File: config.mk
export PLATFORM = sky130hd
export DESIGN_NAME = mbox_shared
export DESIGN_NICKNAME = d
export VERILOG_FILES = /design/src/rtl/mbox_pkg.sv /design/src/rtl/mbox_ctrl.sv /design/src/rtl/mbox_datapath.sv /design/src/rtl/mbox_shared.sv
export SDC_FILE = /design/constraint.sdc
export NUM_CORES = 1
export LEC_CHECK = 0
export BUFFER_PORTS_ARGS = -buffer_cell sky130_fd_sc_hd__buf_2
export CAP_MARGIN = 20
export CORE_ASPECT_RATIO = 1.2
export CORE_UTILIZATION = 51
export CTS_CLUSTER_SIZE = 16
export DETAILED_ROUTE_END_ITERATION = 7
export PLACE_DENSITY = 0.85
export SYNTH_ARGS = -nofsm -noshare
export SYNTH_HDL_FRONTEND = slang
export SYNTH_HIERARCHICAL = 1
export SYNTH_SLANG_ARGS = --single-unit
File: constraint.sdc
create_clock -name clk -period 4.7 [get_ports clk]
set_input_delay 0.705 -clock clk [delete_from_list [all_inputs] [get_ports clk]]
set_output_delay 0.705 -clock clk [all_outputs]
set_load 0.03 [all_outputs]
File: src/rtl/mbox_pkg.sv
package mbox_pkg;
  localparam int WORD_W     = 32;
  localparam int DATA_WORDS = 4;
  localparam int IDX_W      = $clog2(DATA_WORDS);
  localparam int FLAG_BIT   = WORD_W - 1;

  localparam logic [7:0] OFF_WORD     = 8'h00;
  localparam logic [7:0] OFF_FULL_EN  = 8'h04;
  localparam logic [7:0] OFF_EMPTY_EN = 8'h08;
  localparam logic [7:0] OFF_TAG      = 8'h40;
  localparam logic [7:0] OFF_DATA0    = 8'h48;

  typedef enum logic [2:0] {
    SEL_NONE,
    SEL_WORD,
    SEL_TAG,
    SEL_DATA,
    SEL_FEN,
    SEL_EEN
  } rdSelT;

  typedef struct packed {
    logic                  wrWord;
    logic                  wrTag;
    logic [DATA_WORDS-1:0] wrData;
    logic                  wrFullEn;
    logic                  wrEmptyEn;
    rdSelT                 rdSel;
    logic [IDX_W-1:0]      rdIdx;
  } mbStrobeT;

  function automatic logic [7:0] dataOff(input int idx);
    return OFF_DATA0 + 8'(4 * idx);
  endfunction
endpackage

File: src/rtl/mbox_ctrl.sv
module mbox_ctrl
  import mbox_pkg::*;
#(
  parameter bit WIDE   = 1'b0,
  parameter int ADDR_W = 8
) (
  input  logic              wrEn,
  input  logic [ADDR_W-1:0] addr,
  output mbStrobeT          strb
);
  logic [DATA_WORDS-1:0] dataHit;
  logic [IDX_W-1:0]      dataIdx;

  always_comb begin
    dataHit = '0;
    dataIdx = '0;
    for (int i = 0; i < DATA_WORDS; i++) begin
      if (WIDE && addr == ADDR_W'(dataOff(i))) begin
        dataHit[i] = 1'b1;
        dataIdx    = IDX_W'(i);
      end
    end
  end

  always_comb begin
    strb       = '0;
    strb.rdSel = SEL_NONE;
    if (addr == ADDR_W'(OFF_FULL_EN)) begin
      strb.rdSel    = SEL_FEN;
      strb.wrFullEn = wrEn;
    end else if (addr == ADDR_W'(OFF_EMPTY_EN)) begin
      strb.rdSel     = SEL_EEN;
      strb.wrEmptyEn = wrEn;
    end else if (!WIDE && addr == ADDR_W'(OFF_WORD)) begin
      strb.rdSel  = SEL_WORD;
      strb.wrWord = wrEn;
    end else if (WIDE && addr == ADDR_W'(OFF_TAG)) begin
      strb.rdSel = SEL_TAG;
      strb.wrTag = wrEn;
    end else if (|dataHit) begin
      strb.rdSel  = SEL_DATA;
      strb.rdIdx  = dataIdx;
      strb.wrData = dataHit & {DATA_WORDS{wrEn}};
    end
  end
endmodule

File: src/rtl/mbox_datapath.sv
module mbox_datapath
  import mbox_pkg::*;
#(
  parameter bit WIDE = 1'b0
) (
  input  logic              clk,
  input  logic              rstN,
  input  mbStrobeT          strb,
  input  logic [WORD_W-1:0] wrData,
  output logic [WORD_W-1:0] rdData,
  output logic              fullBit,
  output logic              fullIrq,
  output logic              emptyIrq
);
  logic [WORD_W-1:0]                  wordQ;
  logic [WORD_W-1:0]                  tagQ;
  logic [DATA_WORDS-1:0][WORD_W-1:0]  dataQ;
  logic                               fullEnQ;
  logic                               emptyEnQ;

  generate
    if (WIDE) begin : g_wide
      always_ff @(posedge clk or negedge rstN) begin
        if (!rstN) begin
          tagQ  <= '0;
          dataQ <= '0;
        end else begin
          if (strb.wrTag) tagQ <= wrData;
          for (int i = 0; i < DATA_WORDS; i++) begin
            if (strb.wrData[i]) dataQ[i] <= wrData;
          end
        end
      end
      assign wordQ   = '0;
      assign fullBit = tagQ[FLAG_BIT];
    end else begin : g_narrow
      always_ff @(posedge clk or negedge rstN) begin
        if (!rstN) wordQ <= '0;
        else if (strb.wrWord) wordQ <= wrData;
      end
      assign tagQ    = '0;
      assign dataQ   = '0;
      assign fullBit = wordQ[FLAG_BIT];
    end
  endgenerate

  always_ff @(posedge clk or negedge rstN) begin
    if (!rstN) begin
      fullEnQ  <= 1'b0;
      emptyEnQ <= 1'b0;
    end else begin
      if (strb.wrFullEn)  fullEnQ  <= wrData[0];
      if (strb.wrEmptyEn) emptyEnQ <= wrData[0];
    end
  end

  always_comb begin
    unique case (strb.rdSel)
      SEL_WORD: rdData = wordQ;
      SEL_TAG:  rdData = tagQ;
      SEL_DATA: rdData = dataQ[strb.rdIdx];
      SEL_FEN:  rdData = {{(WORD_W-1){1'b0}}, fullEnQ};
      SEL_EEN:  rdData = {{(WORD_W-1){1'b0}}, emptyEnQ};
      default:  rdData = '0;
    endcase
  end

  assign fullIrq  = fullBit & fullEnQ;
  assign emptyIrq = ~fullBit & emptyEnQ;
endmodule

File: src/rtl/mbox_shared.sv
module mbox_shared
  import mbox_pkg::*;
#(
  parameter bit WIDE   = 1'b0,
  parameter int ADDR_W = 8
) (
  input  logic              clk,
  input  logic              rstN,
  input  logic              wrEn,
  input  logic [ADDR_W-1:0] addr,
  input  logic [31:0]       wrData,
  output logic [31:0]       rdData,
  output logic              fullOut,
  output logic              emptyOut,
  output logic              fullIrq,
  output logic              emptyIrq
);
  mbStrobeT strb;
  logic     fullBit;

  mbox_ctrl #(.WIDE(WIDE), .ADDR_W(ADDR_W)) u_ctrl (
    .wrEn (wrEn),
    .addr (addr),
    .strb (strb)
  );

  mbox_datapath #(.WIDE(WIDE)) u_dp (
    .clk      (clk),
    .rstN     (rstN),
    .strb     (strb),
    .wrData   (wrData),
    .rdData   (rdData),
    .fullBit  (fullBit),
    .fullIrq  (fullIrq),
    .emptyIrq (emptyIrq)
  );

  assign fullOut  = fullBit;
  assign emptyOut = ~fullBit;
endmodule

==> flow_metrics.py <==
metrics = {
    "critical_path": {
        "crit_path_end_kind": "primary output",
        "critical_path.max_stage_delay_ns": 0.76,
        "crit_path_max_fanout": 31,
        "cp-start-kind": "input pin",
        "required_ns": 3.99,
        "critical_path.top_delay_family": "simple AND/OR/NAND/NOR gates",
        "cp_slowest_cell": "nor3b_4",
        "path_cells": "buf_2 -> or4_4 -> nor2_1 -> nor3b_4 -> and2_1 -> buf_2",
        "critPathKind": "input pin to primary output",
        "path_buf_inv": 2,
        "cp_common_cell": "buf_2",
        "rrSetupSlack_ns": 3.87,
        "critical_path_arrival_ns": 2.80,
    },
    "grt": {
        "track_usage": 0.194,
        "grt_max_degree": 35,
        "grt_pass1_wl_um": 5400,
        "grt_pass1_vias": 1195,
        "overflow": 0,
        "antenna_found_initial": 0,
    },
    "floorplan": {
        "std_cell_rows": 22,
        "start_util": 0.553,
        "coreArea_sq_um": 3170,
        "die_area_sq_um": 3670,
        "die-width_um": 55.5,
        "pin_count": 79,
        "die_y_um": 66.2,
    },
    "clock_network": {
        "cts_max_level": 2,
        "numCtsBuffers": 5,
        "path_clk_slew_ns": 0.10,
        "post_cts_resized": 0,
        "cts_tree": "yes",
        "cts_root_buf": "clkbuf_4",
        "hold_buffers": 0,
        "post_cts_buffers": 0,
        "clock-sinks": 34,
        "clk_latency_ns": 0.32,
        "clockBufferDepth": 2,
    },
    "pwr": {
        "p_per_area_nw_per_um2": 242,
        "leakage_nw": 1.21,
        "p_total_w": 0.000530,
        "vdd_drop_max_mv": 0.215,
    },
    "cells_and_area": {
        "n_antenna_cell": 0,
        "nFillCells": 232,
        "drive_gt1_frac": 0.602,
        "area_growth_pct": 24.9,
        "fin_nets": 248,
    },
    "route": {
        "wl_met3_um": 262,
        "viasPerCell": 5.00,
        "num_vias": 1211,
        "drt_pre_antenna_iters": 4,
        "met1Wirelength_um": 1370,
        "routed.top_layer": "met4",
        "ant_nets": 0,
        "wirelength_um": 3180,
        "routedWlPerCell_um": 13.1,
        "drcViolationCount": 0,
        "drtIter0Drc": 27,
        "met2WireLength_um": 1490,
    },
    "place": {
        "post-dp-hpwl_um": 2350,
        "gp_congestion": 0.701,
        "io_buffers": 78,
    },
    "timing": {
        "setup_violations": 0,
        "worst_slew_pin_slew_ns": 0.848,
        "tns_ns": 0,
        "period_needed_ns": 3.50,
        "hold_violations": 0,
        "slew_viol_final": 0,
        "fmax_mhz": 285,
        "post-route-period-util": 0.746,
        "rsz0062_at_grt": "false",
        "finalClockSkew_ns": 0,
        "relSlewSlack": 0.434,
    },
    "synth": {
        "synth_area_per_cell_sq_um": 13.9,
        "syn_nets": 169,
        "syn_inst": 126,
        "syn_area_sq_um": 1750,
        "ys_warn_count": 6,
    },
    "worst_hold_path": {
        "hp-class": "input pin to async pin",
    },
    "status": {
        "status": "completed",
    },
    "job": {
        "drv_cap": 0,
    },
}
==> registers in the layout, indices dropped and copies added, names as in the netlist <==
name and count:
u_dp/wordQ 32, u_dp/emptyEnQ 1, u_dp/fullEnQ 1
==> through the flow <==
step	utilization	std cells	setup slack (ns)	hold slack (ns)	instance area [sq um]
finish	0.691	242	1.20	0.427	2190
global route	0.691	242	0.979	0.454	2190
CTS	0.691	242	1.16	0.441	2190
detailed placement	0.672	234	1.17	0.486	2130
global placement	0.672	234	1.26	0.482	2130
floorplan	-	126	1.17	0.409	1750
==> power by group <==
part / switching [W] / internal, W
combinational: 0.0000215 / 0.0000327
sequential: 0.00000764 / 0.000306
clock: 0.0000898 / 0.0000725
==> per-layer routing <==
layer / GRT usage / vias up
li1: - / 581
met5: 0 / -
met3: 0.0665 / 7
met1: 0.232 / 557
met2: 0.325 / 66
met4: 0.0688 / 0
==> final timing paths <==
path | from | endpoint | cells past startpoint
worst max-delay path | addr[5] | rdData[24] | 6
worst min-delay path | rstN | u_dp/wordQ[23] | 1
worst max register to register | u_dp/wordQ[31] | u_dp/wordQ[31] | 1
worst min register to register | u_dp/wordQ[12] | u_dp/wordQ[12] | 1
max in group asynchronous | rstN | u_dp/wordQ[28] | 1
min in group clk | u_dp/wordQ[12] | u_dp/wordQ[12] | 1
==> cells in the final DEF (no fill, tap or decap), types with 2 or more instances in the layout <==
cell,n
nor4_1,2
buf_2,78
mux2_4,30
and2_1,32
dfrtp_1,34
clkbuf_4,5
mux2_2,4
buf_4,2
inv_1,2
==> area by class of cell <==
cell class	instances	area [sq um]	area share
clock buffer	7	55.1	0.0252
tap	36	45.0	0.0206
sequential	34	851	0.389
inverter	2	7.51	0.00343
multi-input combinational	82	818	0.374
clock inverter	1	5.00	0.00229
timing repair buffer	80	405	0.185
(Power assumes the default switching activity.)
